**src/rtl/wdt_pkg.sv**
```systemverilog
package wdt_pkg;
  localparam int REG_W  = 16;
  localparam int ADDR_W = 4;
  localparam int TMO_W  = 8;
  localparam int CNT_W  = TMO_W + 1;

  localparam logic [ADDR_W-1:0] OFS_CTRL = 4'h0;
  localparam logic [ADDR_W-1:0] OFS_SVC  = 4'h2;
  localparam logic [ADDR_W-1:0] OFS_CAUS = 4'h4;
  localparam logic [ADDR_W-1:0] OFS_ICR  = 4'h6;
  localparam logic [ADDR_W-1:0] OFS_MISC = 4'h8;

  localparam int CB_EN  = 2;
  localparam int CB_SRS = 4;
  localparam int CB_EXT = 5;
  localparam int IB_ST  = 14;
  localparam int IB_IE  = 15;

  localparam logic [REG_W-1:0] SVC_FIRST  = 16'h5555;
  localparam logic [REG_W-1:0] SVC_SECOND = 16'hAAAA;

  typedef enum logic [1:0] {
    CAUSE_NONE = 2'd0,
    CAUSE_SW   = 2'd1,
    CAUSE_TOUT = 2'd2
  } cause_e;

  function automatic logic [CNT_W-1:0] reload_of(input logic [TMO_W-1:0] t);
    return {1'b0, t} + CNT_W'(1);
  endfunction

  function automatic logic pre_fits(input logic [CNT_W-1:0] c, input logic [TMO_W-1:0] p);
    return c > {1'b0, p};
  endfunction

  function automatic logic [CNT_W-1:0] pre_start(input logic [CNT_W-1:0] c, input logic [TMO_W-1:0] p);
    return c - {1'b0, p};
  endfunction
endpackage

```
**src/rtl/wdt_down_cnt.sv**
```systemverilog
module wdt_down_cnt #(
  parameter int W = 9
) (
  input  logic         clk,
  input  logic         rst_n,
  input  logic         stop,
  input  logic         load,
  input  logic         start,
  input  logic [W-1:0] value,
  input  logic         tick,
  output logic [W-1:0] cnt,
  output logic         act,
  output logic         fire
);
  logic touched;
  assign touched = stop | load | start;
  assign fire    = !touched && tick && act && (cnt == W'(1));

  always_ff @(posedge clk or negedge rst_n) begin
    if (!rst_n) begin
      cnt <= '0;
      act <= 1'b0;
    end else if (touched) begin
      if (load) cnt <= value;
      if (start) act <= 1'b1;
      else if (stop) act <= 1'b0;
    end else if (tick && act) begin
      cnt <= cnt - W'(1);
      if (cnt == W'(1)) act <= 1'b0;
    end
  end
endmodule

```
**src/rtl/wdt_svc_seq.sv**
```systemverilog
module wdt_svc_seq
  import wdt_pkg::*;
(
  input  logic             clk,
  input  logic             rst_n,
  input  logic             wr,
  input  logic [REG_W-1:0] wdata,
  output logic [REG_W-1:0] stored,
  output logic             match
);
  assign match = wr && (stored == SVC_FIRST) && (wdata == SVC_SECOND);

  always_ff @(posedge clk or negedge rst_n) begin
    if (!rst_n) stored <= '0;
    else if (wr) stored <= wdata;
  end
endmodule

```
**src/rtl/tick_watchdog.sv**
```systemverilog
module tick_watchdog
  import wdt_pkg::*;
#(
  parameter bit               PRE_EN  = 1'b1,
  parameter logic [TMO_W-1:0] PRE_DEF = 8'd4
) (
  input  logic              clk,
  input  logic              rst_n,
  input  logic              tick,
  input  logic              bus_we,
  input  logic [ADDR_W-1:0] bus_addr,
  input  logic [REG_W-1:0]  bus_wdata,
  output logic [REG_W-1:0]  bus_rdata,
  output logic              irq,
  output logic              rst_req
);
  logic wr_ctrl, wr_svc, wr_icr, wr_misc;
  assign wr_ctrl = bus_we && (bus_addr == OFS_CTRL);
  assign wr_svc  = bus_we && (bus_addr == OFS_SVC);
  assign wr_icr  = bus_we && (bus_addr == OFS_ICR) && PRE_EN;
  assign wr_misc = bus_we && (bus_addr == OFS_MISC);

  logic [TMO_W-1:0] ctrl_tmo_q;
  logic             ctrl_ext_q, ctrl_en_q, misc_pde_q;
  logic [TMO_W-1:0] icr_pre_q;
  logic             icr_ie_q, icr_st_q, icr_lock_q;
  cause_e           cause_q;
  logic             rst_req_q;

  // effective control values for this write
  logic [TMO_W-1:0] tmo_new;
  logic             en_new, cfg_new, cfg_now, ctrl_req;
  assign tmo_new  = bus_wdata[REG_W-1 -: TMO_W];
  assign en_new   = ctrl_en_q | bus_wdata[CB_EN];
  assign cfg_new  = en_new && (tmo_new != '0);
  assign cfg_now  = ctrl_en_q && (ctrl_tmo_q != '0);
  assign ctrl_req = wr_ctrl && ((!bus_wdata[CB_EXT] && !bus_wdata[CB_SRS]) ||
                                (en_new && (tmo_new == '0)));

  logic [REG_W-1:0] svc_q;
  logic             svc_match;
  wdt_svc_seq u_svc (
    .clk(clk), .rst_n(rst_n), .wr(wr_svc), .wdata(bus_wdata),
    .stored(svc_q), .match(svc_match)
  );

  logic [CNT_W-1:0] main_cnt;
  logic             main_act, main_fire;
  wdt_down_cnt #(.W(CNT_W)) u_main (
    .clk(clk), .rst_n(rst_n),
    .stop(wr_ctrl),
    .load((wr_ctrl && cfg_new) || (svc_match && cfg_now)),
    .start(wr_ctrl && cfg_new),
    .value(wr_ctrl ? reload_of(tmo_new) : reload_of(ctrl_tmo_q)),
    .tick(tick),
    .cnt(main_cnt), .act(main_act), .fire(main_fire)
  );

  // early-warning counter inputs
  logic [TMO_W-1:0] pre_new;
  logic             ie_new;
  assign pre_new = icr_lock_q ? icr_pre_q : bus_wdata[TMO_W-1:0];
  assign ie_new  = icr_lock_q ? icr_ie_q  : bus_wdata[IB_IE];

  logic [CNT_W-1:0] p_base;
  logic [TMO_W-1:0] p_pre;
  logic             p_cfg, p_ie, p_ok, p_ev, p_start_ev;
  always_comb begin
    p_base = reload_of(ctrl_tmo_q);
    p_pre  = icr_pre_q;
    p_cfg  = cfg_now;
    p_ie   = icr_ie_q;
    if (wr_ctrl) begin
      p_base = reload_of(tmo_new);
      p_cfg  = cfg_new;
    end else if (wr_icr) begin
      p_base = main_cnt;
      p_pre  = pre_new;
      p_ie   = ie_new;
    end
  end
  assign p_ok       = p_cfg && p_ie && pre_fits(p_base, p_pre);
  assign p_start_ev = wr_ctrl || wr_icr;
  assign p_ev       = p_start_ev || svc_match;

  logic pre_fire;
  generate
    if (PRE_EN) begin : g_pre
      logic [CNT_W-1:0] pre_cnt;
      logic             pre_act;
      wdt_down_cnt #(.W(CNT_W)) u_pre (
        .clk(clk), .rst_n(rst_n),
        .stop(p_start_ev || (svc_match && !icr_ie_q)),
        .load(p_ev && p_ok),
        .start(p_start_ev && p_ok),
        .value(pre_start(p_base, p_pre)),
        .tick(tick),
        .cnt(pre_cnt), .act(pre_act), .fire(pre_fire)
      );
    end else begin : g_nopre
      assign pre_fire = 1'b0;
    end
  endgenerate

  always_ff @(posedge clk or negedge rst_n) begin
    if (!rst_n) begin
      ctrl_tmo_q <= '0;
      ctrl_ext_q <= 1'b1;
      ctrl_en_q  <= 1'b0;
      misc_pde_q <= 1'b1;
      icr_pre_q  <= PRE_DEF;
      icr_ie_q   <= 1'b0;
      icr_st_q   <= 1'b0;
      icr_lock_q <= 1'b0;
      cause_q    <= CAUSE_NONE;
      rst_req_q  <= 1'b0;
    end else begin
      rst_req_q <= ctrl_req || main_fire;
      if (wr_ctrl) begin
        ctrl_tmo_q <= tmo_new;
        ctrl_ext_q <= bus_wdata[CB_EXT];
        ctrl_en_q  <= en_new;
      end
      if (wr_ctrl && !bus_wdata[CB_SRS]) cause_q <= CAUSE_SW;
      else if (main_fire)                cause_q <= CAUSE_TOUT;
      if (wr_icr) begin
        icr_pre_q  <= pre_new;
        icr_ie_q   <= ie_new;
        icr_lock_q <= 1'b1;
        if (bus_wdata[IB_ST]) icr_st_q <= 1'b0;
      end
      if (pre_fire) icr_st_q <= 1'b1;
      if (wr_misc) misc_pde_q <= bus_wdata[0];
    end
  end

  always_comb begin
    case (bus_addr)
      OFS_CTRL: bus_rdata = {ctrl_tmo_q, 2'b00, ctrl_ext_q, 1'b1, 1'b0, ctrl_en_q, 2'b00};
      OFS_SVC:  bus_rdata = svc_q;
      OFS_CAUS: bus_rdata = {14'd0, cause_q};
      OFS_ICR:  bus_rdata = {icr_ie_q, icr_st_q, 6'd0, icr_pre_q};
      OFS_MISC: bus_rdata = {15'd0, misc_pde_q};
      default:  bus_rdata = '0;
    endcase
  end

  assign irq     = icr_st_q;
  assign rst_req = rst_req_q;
endmodule

```
**config.mk**
```make
export PLATFORM = sky130hd
export DESIGN_NAME = tick_watchdog
export DESIGN_NICKNAME = d
export VERILOG_FILES = /design/src/rtl/wdt_pkg.sv /design/src/rtl/wdt_down_cnt.sv /design/src/rtl/wdt_svc_seq.sv /design/src/rtl/tick_watchdog.sv
export SDC_FILE = /design/constraint.sdc
export NUM_CORES = 1
export LEC_CHECK = 0
export CAP_MARGIN = 20
export CORE_MARGIN = 5
export CORE_UTILIZATION = 44
export CTS_CLUSTER_DIAMETER = 80
export DETAILED_ROUTE_END_ITERATION = 10
export DONT_BUFFER_PORTS = 1
export GPL_ROUTABILITY_DRIVEN = 0
export SLEW_MARGIN = 20
export SYNTH_ARGS = -nofsm -noshare
export SYNTH_HDL_FRONTEND = slang
export SYNTH_SLANG_ARGS = --single-unit
export TNS_END_PERCENT = 50
```
**constraint.sdc**
```tcl
create_clock -name clk -period 2.74 [get_ports clk]
set_input_delay 0.274 -clock clk [delete_from_list [all_inputs] [get_ports clk]]
set_output_delay 0.274 -clock clk [all_outputs]
set_load 0.05 [all_outputs]
```
==> impl_metrics.yaml, run 1 <==
worst_setup_path:
  crit_path_end_kind: "flop"
  cp_max_fo: 4
  crit_type: "flop to flop"
  crit_slowest_cell: "dfrtp_1"
  crit_required_ns: 2.97
  startpoint_type: "flop"
  path_cells: "inv_1, buf_4, ha_4, a21oi_1, o21ai_2, fa_2, a211oi_2, o21ai_1, a2111oi_2, nor3_1, xor2_1, mux2i_1"
  cp.buffers_inverters: 2
  rrSetupSlack_ns: -0.07
  crit_path_max_incr_delay_ns: 0.43
  crit_family: "compound AO/OA/AOI/OAI gates"
  crit_arrival_ns: 3.05
synth:
  syn_area_mm2: 0.00439
  syn_area_per_cell_um2: 9.05
  asyncSetResetFlopFracSynth_pct: 100
  seq_area_frac_synth_pct: 34.9
  synth_flop_cell: "dfrtp_1"
  synth.net_count: 527
  synth-seq-cells: 61
  synth_cell_types: 71
  synth_edf_count: 0
  synth_top_area_cell: "dfrtp_1"
  synth_cells: 485
  synth_warnings: 0
  yosys-top-cells-area: "dfrtp_1 33%, mux2_2 6.2%, mux2i_1 5.5%"
  yosysTopAreaCellShare_pct: 33.1
cts:
  cts.htree.levels: 3
  clock-sinks: 61
  clock_latency_ns: 0.35
  cts_tree: "built"
  cts_buffer_depth: 2
  clkTransAtPathRegs_ns: 0.07
  root_buffer: "clkbuf_8"
  cts_buffers: 9
global_route:
  antenna_found_initial: 0
  grt_usage_pct: 24.0
  grt_start_max_net_pins: 62
  grt_pass1_vias: 4096
  gr-total-overflow: 0
  grt_pass1_wl_um: 21800
routing:
  drt_iter0_drc: 368
  vias: 4105
  route.detailed.drc: 0
  routedWlPerCell_um: 20.0
  avgViaCountPerCell: 5.89
  first_pass_iters: 5
  final_antenna_net_count: 0
  routed_wl_um: 13900
timing:
  fin_crit_ns: 2.81
  slew_headroom_pct: 55.4
  skew_ns: 0.00637
  grt_setup_unrepaired: "true"
  setup_ws_ns: -0.0740
  finalSetupTns_ns: -0.0740
  setup_viol: 1
  tightest_slew_ns: 0.664
  slew_violations: 0
  fmax_ghz: 0.355
  finalCritPeriodShare_pct: 103
  finalHoldViolations: 0
placement:
  dpl_cell_area_mm2: 0.00505
  dp_hpwl_um: 10300
  numPlacedInstances: 669
  io_buffers: 0
  place_ws_ns: -0.191
die:
  core_area_mm2: 0.00973
  num_rows: 36
  start_util_pct: 45.1
  ios: 42
  die_h_um: 110
  die_width_um: 110
  die-area_mm2: 0.0121
pwr:
  comb_power_share_pct: 45.3
  p_sw_share_pct: 37.4
  ir_drop_v: 0.000372
  seqPwrFrac_pct: 32.8
  p_leak_nw: 2.55
  clkPwrFrac_pct: 21.9
  p_int_mw: 2.86
  p_per_area_mw_per_mm2: 813
  switchingPower_mw: 1.71
finish:
  final_core_util_pct: 57.7
  finalInstanceArea_mm2: 0.00562
  syn2layout_area_growth_pct: 28.0
  final_cell_mix: "81 x buf_4, 57 x dfrtp_1, 56 x nand2_1, 34 x nor2_1, 23 x mux2_2"
  antenna_cells: 0
  layout_commonest_cell: "buf_4"
  drive_gt1_share_pct: 32.4
  finalNonFillerCells: 697
  fin_nets: 601
worst_hold_path:
  hold_path.class: "primary input to flop"
status:
  status: "finished, violations left"
  violations: "negative setup slack"
flow_run:
  drv_cap: 0
[routing by layer]
layer  share of wire, %  global-route usage, %  vias to the layer above
met5                  0                      0                        -
met4                2.9                   9.35                        0
met3                6.5                   5.17                       35
met2                 48                   38.0                      162
met1                 43                   32.0                     1999
li1                   -                      -                     1909
[synth_stat cells, types with 3 or more instances]
| cell | n |
|---|---|
| o21a_1 | 3 |
| nor3_1 | 19 |
| nor4_1 | 6 |
| o21ai_1 | 4 |
| o21ai_0 | 23 |
| a22oi_1 | 4 |
| nor4bb_1 | 6 |
| o21bai_1 | 4 |
| nor2_1 | 34 |
| inv_1 | 20 |
| buf_1 | 3 |
| nor4b_1 | 3 |
| a32o_1 | 3 |
| xor2_1 | 9 |
| ha_1 | 17 |
| or2_2 | 4 |
| buf_2 | 6 |
| clkbuf_1 | 14 |
| nand4_1 | 10 |
| nand2_1 | 56 |
| a22o_1 | 5 |
| dfstp_2 | 3 |
| nand2b_1 | 7 |
| a31oi_1 | 5 |
| a21o_1 | 3 |
| xnor2_1 | 19 |
| mux2i_1 | 24 |
| mux2_2 | 24 |
| a21oi_1 | 20 |
| or3_1 | 5 |
| nand3_1 | 14 |
| dfrtp_1 | 58 |
[area by class of cell]
class                   instances  area, um2
flip-flops and latches         61       1530
clock buffers                  13        179
fillers                       885       4110
well taps                     133        166
clock inverters                 3       65.1
inverters                      20       75.1
repair buffers                 87        691
multi-input cells             380       2910
[flip-flops by register name, summed over array words and instances, names as in the netlist, 2 cells and up]
| signal | cells |
|---|---|
| icr_pre_q | 8 |
| u_svc.stored | 16 |
| g_pre.u_pre.cnt | 9 |
| u_main.cnt | 9 |
| ctrl_tmo_q | 8 |
| cause_q | 2 |
[power by group through the flow]
stage                     combinational (mW)  clock [mW]  sequential, mW
after floorplan                         1.24           0            1.40
after CTS                               1.88        1.02            1.48
final                                   2.07        1.00            1.50
after global routing                    2.27        1.06            1.53
after detailed placement                1.79           0            1.49
after global placement                  1.75           0            1.48
[metrics by stage]
stage | hold slack [ns] | power, mW
finish | 0.00728 | 4.57
global route | 0.00486 | 4.85
CTS | 0.000816 | 4.38
detailed placement | -0.0173 | 3.28
global placement | -0.0175 | 3.23
floorplan | -0.0216 | 2.64
[timing repair]
| action | 4_1_cts | 5_1_grt |
|---|---|---|
| buffers inserted | 3 | 7 |
| setup endpoints to repair | 9 | 10 |
| endpoints found under the hold margin | 61 | 0 |
| resized for setup | 14 | 30 |
| pin swaps | 5 | 15 |
| hold buffers | 2 | 0 |
[cell families (layout without fill, tap and decap cells)]
group | after synthesis | after routing | synth area share [%]
DFF | 61 | 61 | 34.9
muxes | 49 | 49 | 12.0
AOI/OAI and AO/OA | 95 | 95 | 14.7
buffers and inverters | 44 | 123 | 4.10
adders and majority gates | 18 | 18 | 5.30
and+or+nand+nor | 190 | 190 | 23.5
xor gates and xnor gates | 28 | 28 | 5.59
[worst paths after layout]
kind,start,to,cells past startpoint
max,ctrl_tmo_q[1],g_pre.u_pre.cnt[8],12
min,bus_wdata[5],ctrl_ext_q,2
max reg2reg,ctrl_tmo_q[1],g_pre.u_pre.cnt[8],12
min reg2reg,ctrl_ext_q,ctrl_ext_q,2
max in group asynchronous,rst_n,misc_pde_q,2
min in group asynchronous,rst_n,u_main.cnt[1],2
(Power assumes the default switching activity.)
==> run 2: changes to the inputs <==
--- a/config.mk
+++ b/config.mk
@@ -10,8 +10,9 @@
 export CORE_UTILIZATION = 44
 export CTS_CLUSTER_DIAMETER = 80
 export DETAILED_ROUTE_END_ITERATION = 10
-export DONT_BUFFER_PORTS = 1
 export GPL_ROUTABILITY_DRIVEN = 0
+export PLACE_DENSITY = 0.66
+export RECOVER_POWER = 50
 export SLEW_MARGIN = 20
 export SYNTH_ARGS = -nofsm -noshare
 export SYNTH_HDL_FRONTEND = slang
==> run 2 against run 1 <==
  * Total power rose by 0.40%
  * Combinational power rose by 8%
  * Setup slack improved by 0.014 ns
  * Via count grew 8.6%
  * Final cell count is 10% higher
  * Maximum frequency up 0.51%
  * First-iteration DRC count fell by 9.5%
  * Clock skew increased by 0.0055 ns
  * Die area did not move
  * The flow finishes with violations (max-capacitance violations, max-slew violations, negative setup slack)
  * Critical path depth up 2
  * Non-clock buffer count rose by 73
  * Global-route usage is 1.8 points higher
==> impl_metrics.yaml, run 2 (synthesized netlist as in run 1, its figures left out) <==
global_route:
  grt_usage_pct: 25.9
  gr-total-overflow: 0
  grt_pass1_wl_um: 23600
  antenna_found_initial: 0
  grt_start_max_net_pins: 62
  grt_pass1_vias: 4625
finish:
  top_regs: "u_svc.stored (16), g_pre.u_pre.cnt (9), u_main.cnt (9)"
  layout_commonest_cell: "buf_4"
  largest_register_ffs: 16
  final_core_util_pct: 65.7
  drive_gt1_share_pct: 37.7
  finalNonFillerCells: 770
  antenna_cells: 0
  fin_nets: 674
  regMostFlops: "u_svc.stored"
  syn2layout_area_growth_pct: 45.6
  final_cell_mix: "115 x buf_4, 56 x dfrtp_1, 55 x nand2_1, 33 x nor2_1, 21 x mux2_2"
timing:
  setup_viol: 9
  slew_violations: 62
  slew_headroom_pct: -4.83
  grt_setup_unrepaired: "true"
  skew_ns: 0.0118
  finalCritPeriodShare_pct: 102
  tightest_slew_ns: 1.57
  setup_ws_ns: -0.0597
  fmax_ghz: 0.357
  finalHoldViolations: 0
  fin_crit_ns: 2.80
worst_setup_path:
  regToRegStartpoint: "ctrl_tmo_q[4]"
  crit_type: "flop to flop"
  crit_path_end_kind: "flop"
  cp-endpoint: "g_pre.u_pre.cnt[7]"
  crit_path_max_incr_delay_ns: 0.42
  r2r_end: "g_pre.u_pre.cnt[7]"
  crit_required_ns: 3.04
  r2r.worst_path.cells: 14
  path_cells: "nand3_2, nor3_4, buf_4, xor2_2, mux2i_1, o21bai_2, ha_4, a21oi_2, o21ai_1, o21ai_1, nand4_1, o211ai_2, buf_6, mux2i_1"
  startpoint_type: "flop"
  crit_arrival_ns: 3.10
  crit_slowest_cell: "dfrtp_1"
  cp_max_fo: 8
  rrSetupSlack_ns: -0.06
  setup.worst_path.start: "ctrl_tmo_q[4]"
cts:
  postCtsHoldBufs: 0
  root_buffer: "clkbuf_8"
  cts_buffers: 9
  clock_latency_ns: 0.37
  clkTransAtPathRegs_ns: 0.08
  clock-sinks: 61
  cts_tree: "built"
  cts.htree.levels: 3
  cts_buffer_depth: 2
placement:
  place_ws_ns: -0.700
  numPlacedInstances: 742
  io_buffers: 41
  dp_hpwl_um: 10800
die:
  die_width_um: 110
  core_area_mm2: 0.00973
  ios: 42
  die-area_mm2: 0.0121
  die_h_um: 110
  start_util_pct: 45.1
  num_rows: 36
worst_hold_path:
  hold_path.class: "primary input to asynchronous set/reset pin"
routing:
  route.detailed.drc: 0
  vias: 4456
  final_antenna_net_count: 0
  drt_iter0_drc: 333
  routed_wl_um: 14700
  avgViaCountPerCell: 5.79
  routedWlPerCell_um: 19.1
  first_pass_iters: 6
pwr:
  p_leak_nw: 2.91
  ir_drop_v: 0.000407
  p_per_area_mw_per_mm2: 718
flow_run:
  drv_cap: 1
status:
  violations: "max-capacitance violations, max-slew violations, negative setup slack"
  status: "finished, violations left"
## run 2: worst min path at each step
stage,start,end,slack (ns),cells past startpoint
finish,rst_n,u_svc.stored[9],0.38,2
global route,bus_we,misc_pde_q,0.47,3
CTS,rst_n,u_svc.stored[11],0.1,2
detailed placement,ctrl_ext_q,ctrl_ext_q,0.45,2
global placement,ctrl_ext_q,ctrl_ext_q,0.45,2
floorplan,rst_n,cause_q[0],-0.02,0
## run 2: final cells by class
cell class	instances	area [um2]
fillers	807	3340
flip-flops and latches	61	1530
clock inverters	7	75.1
multi-input cells	380	2960
repair buffers	160	1460
inverters	20	75.1
well taps	133	166
clock buffers	9	124
## run 2: report_power, final
group | total [mW] | switching (mW) | internal (mW)
Clock | 0.850 | 0.428 | 0.422
Combinational | 2.24 | 1.05 | 1.19
Sequential | 1.50 | 0.323 | 1.18
Total | 4.59 | 1.80 | 2.79
## run 2: worst max-delay path: cells and delay by family, from the launching register on
kind | cells | cell delay [ns]
mux | 2 | 0.32
buf+inv | 2 | 0.34
fa+ha+maj | 1 | 0.26
compound gates | 5 | 0.68
xor+xnor | 1 | 0.18
simple gates | 3 | 0.52
flops | 1 | 0.42
## run 2: timing repair
item / CTS / global route
pin swaps: 13 / 16
endpoints found under the hold margin: 0 / 0
endpoints found under the setup margin: 10 / 11
setup buffers: 5 / 7
gates resized for setup: 39 / 23
## run 2: layer usage
metal / GRT usage [%] / vias up / part of all wire [%] / wire [um]
li1: - / 2052 / - / -
met1: 31.8 / 2180 / 41 / 6100
met4: 13.8 / 0 / 3.3 / 487
met3: 3.99 / 42 / 5.8 / 847
met5: 0 / - / 0 / 0
met2: 43.5 / 182 / 50 / 7290
## run 2: metrics by stage
step	instance area (um2)	hold WS, ns	TNS (ns)	total power, mW
after floorplan	4450	-0.0216	-0.219	2.64
after global placement	5850	0.450	-6.00	3.39
after detailed placement	5850	0.452	-6.84	3.45
after CTS	6210	0.0967	-0.0463	4.42
after global routing	6390	0.471	-1.98	4.88
final	6390	0.377	-0.326	4.59
==> run 3: changes to the inputs <==
--- a/config.mk
+++ b/config.mk
@@ -5,7 +5,6 @@
 export SDC_FILE = /design/constraint.sdc
 export NUM_CORES = 1
 export LEC_CHECK = 0
-export CAP_MARGIN = 20
 export CORE_MARGIN = 5
 export CORE_UTILIZATION = 44
 export CTS_CLUSTER_DIAMETER = 80
@@ -13,6 +12,7 @@
 export GPL_ROUTABILITY_DRIVEN = 0
 export PLACE_DENSITY = 0.66
 export RECOVER_POWER = 50
+export SETUP_SLACK_MARGIN = 0.02
 export SLEW_MARGIN = 20
 export SYNTH_ARGS = -nofsm -noshare
 export SYNTH_HDL_FRONTEND = slang
==> run 3 against run 2 <==
  * The flow still finishes with violations (max-capacitance violations, max-slew violations, negative setup slack)
  * Sequential share of layout area did not move
  * Total power about the same
  * Combinational power about the same
  * Worst hold slack worse by 0.0024 ns
  * Design area did not move
  * Count of clock-buffer cells in the layout unchanged
  * Maximum frequency about the same
  * Sequential power about the same
  * Critical endpoint unchanged
  * Largest power group unchanged
  * Highest routed layer unchanged
==> impl_metrics.yaml, run 3 (synthesized netlist as in run 1, its figures left out) <==
finish:
  antenna_cells: 0
  fillCellCount: 807
  drive_gt1_share_pct: 37.7
  final_core_util_pct: 65.7
  fin_nets: 674
  top_regs: "u_svc.stored (16), g_pre.u_pre.cnt (9), u_main.cnt (9)"
  final_cell_mix: "115 x buf_4, 56 x dfrtp_1, 55 x nand2_1, 33 x nor2_1, 21 x mux2_2"
  syn2layout_area_growth_pct: 45.6
  regMostFlops: "u_svc.stored"
  layout_commonest_cell: "buf_4"
  largest_register_ffs: 16
global_route:
  grt_pass1_wl_um: 23600
  antenna_found_initial: 0
  grt_pass1_vias: 4625
  grt_usage_pct: 25.9
  grt_start_max_net_pins: 62
  gr-total-overflow: 0
timing:
  finalHoldViolations: 0
  setup_ws_ns: -0.0592
  skew_ns: 0.0120
  setup_viol: 9
  tightest_slew_ns: 1.56
  grt_setup_unrepaired: "true"
  hold_ws_ns: 0.375
  slew_violations: 62
  fmax_ghz: 0.357
  slew_headroom_pct: -4.24
  fin_crit_ns: 2.80
  finalCritPeriodShare_pct: 102
worst_setup_path:
  crit_arrival_ns: 3.10
  cp_max_fo: 8
  crit_slowest_cell: "dfrtp_1"
  cp.buffers_inverters: 2
  crit_path_max_incr_delay_ns: 0.42
  startpoint_type: "flop"
  path_cells: "nand3_2, nor3_4, buf_4, xor2_2, mux2i_1, o21bai_2, ha_4, a21oi_2, o21ai_1, o21ai_1, nand4_1, o211ai_2, buf_6, mux2i_1"
  crit_type: "flop to flop"
  crit_path_end_kind: "flop"
  crit_required_ns: 3.04
  crit_family: "compound AO/OA/AOI/OAI gates"
pwr:
  p_per_area_mw_per_mm2: 718
  ir_drop_v: 0.000408
  p_total_mw: 4.58
  p_leak_nw: 2.91
die:
  ios: 42
  start_util_pct: 45.1
  die_h_um: 110
  die_width_um: 110
  core_area_mm2: 0.00973
  num_rows: 36
  die-area_mm2: 0.0121
status:
  status: "finished, violations left"
  violations: "max-capacitance violations, max-slew violations, negative setup slack"
flow_run:
  drv_cap: 1
routing:
  routedWlPerCell_um: 19.1
  vias: 4445
  routed_wl_um: 14700
  route.detailed.drc: 0
  avgViaCountPerCell: 5.77
  drt_iter0_drc: 350
  first_pass_iters: 5
  final_antenna_net_count: 0
placement:
  io_buffers: 41
  dp_hpwl_um: 10800
cts:
  clock_latency_ns: 0.37
  cts.htree.levels: 3
  clock-sinks: 61
  cts_buffers: 9
  root_buffer: "clkbuf_8"
  cts_buffer_depth: 2
  cts_tree: "built"
  clkTransAtPathRegs_ns: 0.08
worst_hold_path:
  hold_path.class: "primary input to asynchronous set/reset pin"
-- run 3: timing repair --
action,CTS,global route
hold endpoints to repair,0,0
gates cloned,0,0
buffers inserted,5,7
setup endpoints to repair,11,12
pin swaps,13,16
hold buffers,0,0
resized for setup,39,23
-- run 3: path summary, 6_finish.rpt --
path                                    start                 end  slack [ns]  cells past startpoint
worst max-delay path            ctrl_tmo_q[4]  g_pre.u_pre.cnt[7]       -0.06                     14
worst min-delay path                    rst_n     u_svc.stored[9]        0.37                      2
worst max register to register  ctrl_tmo_q[4]  g_pre.u_pre.cnt[7]       -0.06                     14
worst min register to register     ctrl_ext_q          ctrl_ext_q        0.47                      2
max in group asynchronous               rst_n       ctrl_tmo_q[0]        1.34                      2
min in group clk                   ctrl_ext_q          ctrl_ext_q        0.47                      2
-- run 3: where the power goes --
part / internal (mW) / leakage [nW] / switching, mW
logic: 1.19 / 2.06 / 1.05
registers: 1.18 / 0.753 / 0.321
clock network: 0.422 / 0.0918 / 0.428
total: 2.79 / 2.91 / 1.80
-- run 3: area by class of cell --
cell class	count	area, um2	share of cell area [%]
Timing Repair Buffer	160	1460	22.8
Sequential cell	61	1530	24.0
Clock buffer	9	124	1.94
Inverter	20	75.1	1.17
Tap cell	133	166	2.60
Clock inverter	7	75.1	1.17
Multi-Input combinational cell	380	2960	46.3
-- run 3: per-layer routing --
metal	share of wire (%)	vias to the layer above	track usage [%]
met3	5.5	44	3.99
met5	0	-	0
met2	49	178	43.5
li1	-	2052	-
met1	42	2171	31.8
met4	3.5	0	13.8
-- run 3: per-stage QoR --
stage	setup TNS [ns]	setup WS (ns)	cell area [um2]	std cells
after CTS	-0.0463	-0.0244	6210	763
after global placement	-6.00	-0.601	5850	742
after global routing	-1.98	-0.222	6390	770
after floorplan	-0.219	-0.115	4450	485
after detailed placement	-6.84	-0.700	5850	742
final	-0.356	-0.0592	6390	770
